<file path="config.mk">
export PLATFORM = sky130hd
export DESIGN_NAME = adc_list_seq
export DESIGN_NICKNAME = d
export VERILOG_FILES = /design/src/rtl/adc_list_seq.sv
export SDC_FILE = /design/constraint.sdc
export NUM_CORES = 1
export LEC_CHECK = 0
export BUFFER_PORTS_ARGS = -buffer_cell sky130_fd_sc_hd__buf_4
export CAP_MARGIN = 40
export CORE_ASPECT_RATIO = 0.9
export CORE_MARGIN = 2
export CORE_UTILIZATION = 26
export CTS_BUF_LIST = sky130_fd_sc_hd__clkbuf_8 sky130_fd_sc_hd__clkbuf_16
export DETAILED_ROUTE_END_ITERATION = 10
export MAX_ROUTING_LAYER = met4
export SYNTH_ARGS = -nofsm -noshare
export SYNTH_HDL_FRONTEND = slang
export SYNTH_SLANG_ARGS = --single-unit
export TNS_END_PERCENT = 20
</file>
<file path="constraint.sdc">
create_clock -name clk -period 6.8 [get_ports clk]
set_input_delay 1.02 -clock clk [delete_from_list [all_inputs] [get_ports clk]]
set_output_delay 1.02 -clock clk [all_outputs]
set_load 0.03 [all_outputs]
</file>
<file path="src/rtl/adc_list_seq.sv">
module adc_list_seq #(
  parameter int DEPTH = 16,
  parameter int SW    = 12,
  parameter int AW    = 5
) (
  input  logic          clk,
  input  logic          rst_n,
  input  logic [AW-1:0] bus_addr,
  input  logic          bus_wr,
  input  logic          bus_rd,
  input  logic [15:0]   bus_wdata,
  output logic [15:0]   bus_rdata,
  input  logic          ext_trig,
  input  logic          scan_tick,
  input  logic          ctr_a_evt,
  input  logic          ctr_b_evt,
  output logic          conv_start,
  input  logic          conv_done,
  input  logic [SW-1:0] conv_data,
  output logic [3:0]    fe_chan,
  output logic [1:0]    fe_gain,
  output logic          fe_unipolar,
  output logic          fe_diff,
  output logic          irq
);
  localparam int PW = $clog2(DEPTH);
  localparam int CW = PW + 1;
  localparam logic [CW-1:0] FULLC = CW'(DEPTH);
  localparam logic [CW-1:0] HALFC = CW'(DEPTH / 2);
  localparam logic [AW-1:0] A_CTL1 = AW'(0);
  localparam logic [AW-1:0] A_CTL2 = AW'(2);
  localparam logic [AW-1:0] A_STAT = AW'(4);
  localparam logic [AW-1:0] A_LIST = AW'(16);

  logic [15:0]   ctl1;
  logic          res_en, list_en;
  logic [7:0]    lmem [DEPTH];
  logic [CW-1:0] lcnt, lptr;
  logic [SW-1:0] rmem [DEPTH];
  logic [PW-1:0] rwp, rrp;
  logic [CW-1:0] rcnt;
  logic [SW-1:0] rlast;
  logic          busy, start_q, ext_q;
  logic [4:0]    pend;

  wire [CW-1:0] lnext   = lptr + CW'(1);
  wire          lpush   = bus_wr && bus_addr == A_LIST && list_en && lcnt != FULLC;
  wire          pop     = bus_rd && bus_addr == A_LIST && rcnt != '0;
  wire          push    = busy && conv_done && res_en && rcnt != FULLC;
  wire          done    = busy && conv_done;
  wire          ext_hit = ctl1[3] ? (ext_q && !ext_trig) : (!ext_q && ext_trig);
  wire          half_hit = push && !pop && rcnt == HALFC - CW'(1);
  wire          list_end = done && lnext >= lcnt;
  wire [4:0]    pset    = {ctr_b_evt, ctr_a_evt, list_end, ext_hit, half_hit};
  wire [7:0]    entry   = lmem[lptr[PW-1:0]];

  logic trig;
  always_comb begin
    case (ctl1[1:0])
      2'd1:    trig = bus_rd && bus_addr == A_CTL1;
      2'd2:    trig = scan_tick;
      2'd3:    trig = ext_hit;
      default: trig = 1'b0;
    endcase
  end

  wire go = trig && !busy && lcnt != '0 && (lptr < lcnt || ctl1[2]);

  assign conv_start  = start_q;
  assign fe_chan     = entry[3:0];
  assign fe_gain     = entry[5:4];
  assign fe_unipolar = entry[6];
  assign fe_diff     = entry[7];
  assign irq         = ctl1[15] && |(pend & ctl1[12:8]);

  always_comb begin
    case (bus_addr)
      A_STAT:  bus_rdata = {3'b0, pend, 3'b0, rcnt == FULLC, rcnt >= HALFC,
                            rcnt == '0, lcnt == FULLC, busy};
      A_LIST:  bus_rdata = 16'(rcnt == '0 ? rlast : rmem[rrp]);
      default: bus_rdata = '0;
    endcase
  end

  always_ff @(posedge clk) begin
    if (lpush) lmem[lcnt[PW-1:0]] <= bus_wdata[7:0];
    if (push)  rmem[rwp] <= conv_data;
  end

  always_ff @(posedge clk or negedge rst_n) begin
    if (!rst_n) begin
      ctl1 <= '0; res_en <= 1'b0; list_en <= 1'b0;
      ext_q <= 1'b0; pend <= '0;
    end else begin
      ext_q <= ext_trig;
      if (bus_wr && bus_addr == A_CTL1) ctl1 <= bus_wdata;
      if (bus_wr && bus_addr == A_CTL2) {res_en, list_en} <= bus_wdata[10:9];
      if (bus_wr && bus_addr == A_STAT) pend <= '0;
      else                              pend <= pend | pset;
    end
  end

  always_ff @(posedge clk or negedge rst_n) begin
    if (!rst_n) begin
      lcnt <= '0; lptr <= '0; busy <= 1'b0; start_q <= 1'b0;
    end else begin
      start_q <= go;
      if (lpush) lcnt <= lcnt + CW'(1);
      if (go) begin
        busy <= 1'b1;
        if (lptr >= lcnt) lptr <= '0;
      end else if (done) begin
        busy <= 1'b0;
        lptr <= (lnext >= lcnt && ctl1[2]) ? '0 : lnext;
      end
      if (!list_en) begin
        lcnt <= '0;
        lptr <= '0;
      end
    end
  end

  always_ff @(posedge clk or negedge rst_n) begin
    if (!rst_n) begin
      rwp <= '0; rrp <= '0; rcnt <= '0; rlast <= '0;
    end else if (!res_en) begin
      rwp <= '0; rrp <= '0; rcnt <= '0;
    end else begin
      if (push) rwp <= rwp + PW'(1);
      if (pop) begin
        rrp   <= rrp + PW'(1);
        rlast <= rmem[rrp];
      end
      rcnt <= rcnt + CW'(push) - CW'(pop);
    end
  end


  res_bound_chk: assert property (@(posedge clk) disable iff (!rst_n)
    rcnt <= FULLC && lcnt <= FULLC);


  start_pulse_chk: assert property (@(posedge clk) disable iff (!rst_n)
    conv_start |=> !conv_start);


  pend_clear_chk: assert property (@(posedge clk) disable iff (!rst_n)
    (bus_wr && bus_addr == A_STAT) |=> (bus_rdata[12:8] == 5'd0 || bus_addr != A_STAT));


  ptr_hold_chk: assert property (@(posedge clk) disable iff (!rst_n)
    (busy && !conv_done && list_en) |=> $stable(lptr));


  list_flush_chk: assert property (@(posedge clk) disable iff (!rst_n)
    !list_en |=> lcnt == '0);
endmodule

</file>
==> impl_metrics.prom, run 1 <==
# TYPE chip_impl_metric gauge
chip_impl_metric{name="cts_inserted_buffers",unit=""} 36
chip_impl_info{name="cts_tree",value="built"} 1
chip_impl_metric{name="std_cell_rows",unit=""} 84
chip_impl_info{name="leading_cell_type_in_the_layout_fill_and_taps_excluded",value="edfxtp_1"} 1
chip_impl_metric{name="async_reset_ff_share",unit="%"} 14.67
chip_impl_metric{name="grt_usage",unit="%"} 11.85
chip_impl_metric{name="ys_ff_latch",unit=""} 375
chip_impl_metric{name="avgRoutedWirePerCell",unit="um"} 20.66
chip_impl_metric{name="antenna_found_initial",unit=""} 2
chip_impl_metric{name="die_h",unit="um"} 234.7
chip_impl_info{name="hold_class",value="reg -> reg"} 1
chip_impl_metric{name="final.fill_count",unit=""} 5697
chip_impl_metric{name="timing_max_transition_violations_final",unit=""} 0
chip_impl_metric{name="final_layout_size_suffix_gt1_share",unit="%"} 30.75
chip_impl_info{name="setup_repair_after_global_routing_missed_its_margin",value="false"} 1
chip_impl_metric{name="report.final.setup_viol",unit=""} 0
chip_impl_metric{name="largest_net_degree_at_the_start_of_global_routing",unit=""} 56
chip_impl_metric{name="die-area",unit="um^2"} 61070
chip_impl_metric{name="synthXorXnorAreaFrac",unit="%"} 0.6839
chip_impl_metric{name="cts.path.max_buffers",unit=""} 3
chip_impl_metric{name="final_nets",unit=""} 959
chip_impl_metric{name="cts.hold.buffers_added",unit=""} 0
chip_impl_info{name="crit_path_start_kind",value="register"} 1
chip_impl_metric{name="post-place-cells",unit=""} 1625
chip_impl_metric{name="io_buffers",unit=""} 62
chip_impl_metric{name="post-route-drc-count",unit=""} 0
chip_impl_metric{name="worst_case_headroom_to_the_max_slew_limit",unit="%"} 34.73
chip_impl_metric{name="final_hold_viol_count",unit=""} 0
chip_impl_metric{name="final_period_minus_worst_setup_slack",unit="ns"} 4.480
chip_impl_metric{name="syn-mean-instance-area",unit="um^2"} 19.48
chip_impl_metric{name="synth_compound_area_share",unit="%"} 2.711
chip_impl_metric{name="synth_simple_gate_area_share",unit="%"} 4.323
chip_impl_info{name="timing_worst_setup_path_type",value="reg -> out"} 1
chip_impl_info{name="synth_top_flop_cell",value="edfxtp_1"} 1
chip_impl_metric{name="max_clock_freq",unit="MHz"} 223.2
chip_impl_metric{name="number_of_levels_in_the_clock_h_tree",unit=""} 2
chip_impl_info{name="final_cell_mix",value="edfxtp_1, mux4_2, buf_4"} 1
chip_impl_metric{name="detail-route-antenna-nets",unit=""} 0
chip_impl_metric{name="crit_path_max_fanout",unit=""} 39
chip_impl_metric{name="power.static_leakage",unit="nW"} 6.083
chip_impl_info{name="synthDominantAreaCellType",value="edfxtp_1"} 1
chip_impl_metric{name="tightest_slew",unit="ns"} 0.9791
chip_impl_metric{name="tcrit_tclk_final",unit="%"} 65.88
chip_impl_metric{name="clk_pin_slew_worst_paths",unit="ns"} 0.07
chip_impl_metric{name="vdd_drop_max",unit="mV"} 0.1574
chip_impl_metric{name="numClockSinks",unit=""} 375
chip_impl_info{name="synth_top_family_by_area",value="multiplexers"} 1
chip_impl_metric{name="grt_pass1_wl",unit="um"} 52870
chip_impl_metric{name="grt_pass1_vias",unit=""} 8048
chip_impl_metric{name="yosys.area.top_type_share",unit="%"} 62.53
chip_impl_metric{name="yosysUniqueCellTypes",unit=""} 55
chip_impl_metric{name="post_cts_resize_count",unit=""} 0
chip_impl_info{name="sort_of_element_at_the_end_of_the_critical_path",value="primary output"} 1
chip_impl_info{name="cpLargestDelayFamily",value="multiplexers"} 1
chip_impl_metric{name="number_of_buffers_added_for_setup_after_cts",unit=""} 0
chip_impl_metric{name="fin_skew",unit="ns"} 0.02637
chip_impl_metric{name="area.growth.synth_to_final",unit="%"} 18.46
chip_impl_metric{name="yosysWarnings",unit=""} 0
chip_impl_metric{name="timing.critical_path.slowest_cell_delay",unit="ns"} 0.67
chip_impl_metric{name="finalWeightedCongestion",unit=""} 0.7616
chip_impl_metric{name="synth-adder-area-share",unit="%"} 2.328
chip_impl_metric{name="synth_seq_area_share",unit="%"} 71.48
chip_impl_metric{name="die_w",unit="um"} 260.3
chip_impl_info{name="clock-root-buffer",value="clkbuf_16"} 1
chip_impl_metric{name="worst_ep_arrival_time",unit="ns"} 3.46
chip_impl_metric{name="synth_enable_flop_cells",unit=""} 320
chip_impl_metric{name="fin_tns_setup",unit="ns"} 0
chip_impl_metric{name="hpwlAfterDp",unit="um"} 22750
chip_impl_metric{name="detail_route.first_pass.iterations",unit=""} 5
chip_impl_info{name="synth.top_cells.by_area",value="edfxtp_1, mux4_2, dfrtp_1, ha_1, mux2_2"} 1
chip_impl_info{name="cp_cell_sequence",value="buf_4 -> mux4_2 -> mux4_2 -> a22o_1 -> buf_4"} 1
chip_impl_metric{name="fraction_of_synthesized_area_in_multiplexers",unit="%"} 16.49
chip_impl_metric{name="insertion_delay_to_the_later_sink_of_the_worst_skew_pair",unit="ns"} 0.54
chip_impl_metric{name="syn_inst",unit=""} 789
chip_impl_info{name="run_status",value="finished clean"} 1
chip_impl_metric{name="core",unit="um^2"} 58440
chip_impl_info{name="worst_path_max_delay_cell",value="buf_4"} 1
chip_impl_metric{name="required",unit="ns"} 5.78
chip_impl_metric{name="via_per_inst",unit=""} 4.577
chip_impl_metric{name="hold_ws",unit="ns"} 0.5059
chip_impl_metric{name="drt_iter0_markers",unit=""} 738
chip_impl_metric{name="top_level_ports",unit=""} 68
chip_impl_metric{name="vias",unit=""} 7749
chip_impl_metric{name="register_to_register_setup_slack",unit="ns"} 3.69
chip_impl_metric{name="cp.buffers_inverters",unit=""} 2
chip_impl_metric{name="global_route_congestion_overflow_total",unit=""} 0
chip_impl_metric{name="power_per_cell_area",unit="nW/um^2"} 253.6
chip_impl_metric{name="post_synth_instance_area",unit="um^2"} 15370
chip_impl_metric{name="final_cells",unit=""} 1693
chip_impl_metric{name="max_cap_violations",unit=""} 0
chip_impl_metric{name="initial_core_util",unit="%"} 26.30
chip_impl_metric{name="route.final.wire_length",unit="um"} 34980
chip_impl_metric{name="utilization",unit="%"} 31.16
[cells in the mapped netlist (12+ instances only)]
library cell and count:
edfxtp_1 320, mux4_2 100, dfrtp_1 55, nand2_1 42
and2_1 27, ha_1 27, mux2_2 23, inv_1 22
nor2_1 18, nand3_1 13, clkbuf_1 12
[per-layer routing]
layer / track usage, % / part of all wire, % / vias to the layer above
met2: 17.95 / 47 / 207
met4: 1.870 / 1.0 / 0
li1: - / - / 3379
met5: - / 0 / -
met1: 16.86 / 47 / 4129
met3: 2.222 / 5.1 / 34
[where the power goes]
group,internal [mW],switching [mW],leakage [nW]
Combinational,0.0378,0.0613,1.88
Clock,1.14,0.850,0.597
Sequential,2.51,0.0173,3.61
Total,3.69,0.928,6.08
[worst paths after layout]
path | from | end | depth (start not counted)
worst min-delay path | ctl1[15] | ctl1[15] | 1
min in group asynchronous | rst_n | lptr[3] | 1
worst min register to register | ctl1[15] | ctl1[15] | 1
worst max register to register | rcnt[3] | rcnt[4] | 15
max in group asynchronous | rst_n | rrp[1] | 1
worst max-delay path | rrp[0] | bus_rdata[5] | 5
[cell families after synthesis]
kind of cell,Yosys count
DFF,375
xor gates and xnor gates,12
and+or+nand+nor,129
AOI/OAI and AO/OA,60
buffers and inverters,59
adders and majority gates,28
muxes,125
other,1
[through the flow]
step,setup slack (ns),area [um^2],total power [mW]
final,2.320,18210,4.617
after global routing,2.094,18210,4.771
after CTS,2.202,18200,4.668
after detailed placement,2.786,17030,2.678
after global placement,2.504,16650,2.672
after floorplan,3.428,15380,2.609
[area by class of cell]
| type | instances | area [um^2] | share of cell area [%] |
|---|---|---|---|
| clock inverters | 26 | 205.2 | 1.127 |
| well taps | 774 | 968.4 | 5.319 |
| inverters | 22 | 82.58 | 0.4536 |
| clock buffers | 40 | 967.2 | 5.312 |
| multi-input cells | 357 | 4109 | 22.57 |
| flip-flops and latches | 375 | 10990 | 60.36 |
| diodes | 2 | 5.005 | 0.02749 |
| repair buffers | 97 | 879.6 | 4.831 |
[sequential cells by signal, summed over array words and instances (netlist names)]
name / count
pend: 5
ctl1: 10
rrp: 4
lptr: 5
ext_q: 1
lmem: 128
rmem: 192
rlast: 12
busy: 1
conv_start: 1
lcnt: 5
rcnt: 5
list_en: 1
res_en: 1
rwp: 4
Power figures use the tool's default switching activity.
==> run 2, diff against run 1 <==
Clock period 6.8 ns to 4.6 ns, I/O delays scaled along.
==> impl_metrics.prom, run 2 (synthesis gave the netlist of run 1 again) <==
# TYPE chip_impl_metric gauge
chip_impl_info{name="run_status",value="finished clean"} 1
chip_impl_metric{name="required",unit="ns"} 3.91
chip_impl_info{name="cts_tree",value="built"} 1
chip_impl_info{name="setup_repair_after_global_routing_missed_its_margin",value="false"} 1
chip_impl_metric{name="via_per_inst",unit=""} 4.512
chip_impl_metric{name="route.final.wire_length",unit="um"} 33520
chip_impl_metric{name="timing.critical_path.slowest_cell_delay",unit="ns"} 0.54
chip_impl_metric{name="drt_iter0_markers",unit=""} 691
chip_impl_metric{name="detail_route.first_pass.iterations",unit=""} 4
chip_impl_metric{name="final.fill_count",unit=""} 5721
chip_impl_metric{name="insertion_delay_to_the_later_sink_of_the_worst_skew_pair",unit="ns"} 0.54
chip_impl_metric{name="die-area",unit="um^2"} 61070
chip_impl_metric{name="avgRoutedWirePerCell",unit="um"} 19.83
chip_impl_metric{name="final_design_area_no_fill",unit="um^2"} 18150
chip_impl_metric{name="vias",unit=""} 7625
chip_impl_metric{name="utilization",unit="%"} 31.05
chip_impl_metric{name="finalWeightedCongestion",unit=""} 0.7551
chip_impl_metric{name="placed_area",unit="um^2"} 16940
chip_impl_metric{name="io_buffers",unit=""} 62
chip_impl_metric{name="core",unit="um^2"} 58440
chip_impl_metric{name="max_cap_violations",unit=""} 0
chip_impl_metric{name="fin_total_pwr",unit="mW"} 6.831
chip_impl_metric{name="largest_reg_flops",unit=""} 192
chip_impl_metric{name="place_worst_setup_slack",unit="ns"} 1.082
chip_impl_info{name="final_cell_mix",value="edfxtp_1, mux4_2, buf_4"} 1
chip_impl_metric{name="final_nets",unit=""} 956
chip_impl_info{name="sort_of_element_at_the_end_of_the_critical_path",value="primary output"} 1
chip_impl_metric{name="worst_case_headroom_to_the_max_slew_limit",unit="%"} 43.19
chip_impl_metric{name="report.final.setup_viol",unit=""} 0
chip_impl_metric{name="post-route-drc-count",unit=""} 0
chip_impl_metric{name="std_cell_rows",unit=""} 84
chip_impl_metric{name="cts.path.max_buffers",unit=""} 3
chip_impl_metric{name="tightest_slew",unit="ns"} 0.8490
chip_impl_info{name="top_register",value="rmem"} 1
chip_impl_metric{name="detail-route-antenna-nets",unit=""} 0
chip_impl_info{name="crit_path_start_kind",value="register"} 1
chip_impl_metric{name="final_cells",unit=""} 1690
chip_impl_metric{name="grt_pass1_wl",unit="um"} 50380
chip_impl_metric{name="post-place-cells",unit=""} 1620
chip_impl_metric{name="final_layout_size_suffix_gt1_share",unit="%"} 30.34
chip_impl_metric{name="antenna_found_initial",unit=""} 3
chip_impl_metric{name="final_period_minus_worst_setup_slack",unit="ns"} 3.876
chip_impl_info{name="clock-root-buffer",value="clkbuf_16"} 1
chip_impl_metric{name="grt_usage",unit="%"} 11.33
chip_impl_metric{name="top_level_ports",unit=""} 68
chip_impl_metric{name="tcrit_tclk_final",unit="%"} 84.26
chip_impl_metric{name="timing_max_transition_violations_final",unit=""} 0
chip_impl_metric{name="area.growth.synth_to_final",unit="%"} 18.07
chip_impl_metric{name="number_of_buffers_added_for_setup_after_cts",unit=""} 0
chip_impl_info{name="leading_cell_type_in_the_layout_fill_and_taps_excluded",value="edfxtp_1"} 1
chip_impl_metric{name="clk_pin_slew_worst_paths",unit="ns"} 0.06
chip_impl_metric{name="grt_pass1_vias",unit=""} 7709
chip_impl_metric{name="die_h",unit="um"} 234.7
chip_impl_metric{name="power_per_cell_area",unit="nW/um^2"} 376.4
chip_impl_metric{name="post_cts_resize_count",unit=""} 0
chip_impl_info{name="timing_worst_setup_path_type",value="reg -> out"} 1
chip_impl_metric{name="finalWorstSetupSlack",unit="ns"} 0.7241
chip_impl_metric{name="number_of_levels_in_the_clock_h_tree",unit=""} 2
chip_impl_metric{name="largest_net_degree_at_the_start_of_global_routing",unit=""} 56
chip_impl_metric{name="max_clock_freq",unit="MHz"} 258.0
chip_impl_metric{name="global_route_congestion_overflow_total",unit=""} 0
chip_impl_info{name="hold_class",value="in -> async"} 1
chip_impl_metric{name="cts.hold.buffers_added",unit=""} 0
chip_impl_metric{name="crit_path_max_fanout",unit=""} 23
chip_impl_metric{name="hpwlAfterDp",unit="um"} 22420
chip_impl_metric{name="fin_tns_setup",unit="ns"} 0
chip_impl_metric{name="numClockSinks",unit=""} 375
chip_impl_metric{name="worst_ep_arrival_time",unit="ns"} 3.19
chip_impl_info{name="cp_cell_sequence",value="buf_4 -> buf_4 -> mux4_2 -> mux4_2 -> a22o_1 -> buf_4"} 1
chip_impl_metric{name="final_hold_viol_count",unit=""} 0
chip_impl_metric{name="cts_inserted_buffers",unit=""} 37
chip_impl_info{name="timing.critical_path.mode_cell",value="buf_4"} 1
chip_impl_metric{name="initial_core_util",unit="%"} 26.30
chip_impl_metric{name="power.static_leakage",unit="nW"} 6.047
chip_impl_metric{name="hold_ws",unit="ns"} 0.2317
chip_impl_metric{name="vdd_drop_max",unit="mV"} 0.3428
chip_impl_metric{name="die_w",unit="um"} 260.3
chip_impl_info{name="worst_path_max_delay_cell",value="dfrtp_2"} 1
chip_impl_metric{name="fin_skew",unit="ns"} 0.01961
[run 2: layout make-up]
type | count | area, um^2 | area share, %
clock buffer | 39 | 953.4 | 5.254
antenna | 3 | 7.507 | 0.04137
multi-input combinational | 357 | 4089 | 22.53
sequential | 375 | 10990 | 60.56
tap | 774 | 968.4 | 5.337
inverter | 22 | 82.58 | 0.4551
clock inverter | 27 | 230.2 | 1.269
timing repair buffer | 93 | 825.8 | 4.551
[run 2: routing by layer]
layer  GRT usage [%]  vias to the layer above  routed length [um]
li1                -                     3384                   -
met1           15.79                     3981               15110
met2           17.18                      213               15770
met3           2.427                       47                2169
met4           2.061                        0                 475
met5               -                        -                   0
[run 2: worst max-delay path, delay by kind of cell, from the launching register on]
kind	cells	cell delay [ns]
buffers and inverters	3	0.97
AOI/OAI and AO/OA	1	0.23
DFF	1	0.54
muxes	2	0.87
[run 2: final timing paths]
check                          from            to  slack (ns)  cells past startpoint
setup / recovery             rrp[1]  bus_rdata[6]        0.72                      6
hold / removal                rst_n       lptr[4]        0.23                      1
setup reg to reg            rcnt[2]       rcnt[4]        1.47                     15
hold reg to reg            ctl1[15]      ctl1[15]        0.50                      1
max in group asynchronous     rst_n        rrp[0]        3.84                      1
min in group clk           ext_trig         ext_q        0.30                      1
[run 2: where the power goes]
part	switching, mW	total [mW]	internal [mW]
clock network	1.27	2.95	1.68
registers	0.0258	3.74	3.71
logic	0.0867	0.143	0.0558
total	1.38	6.83	5.45
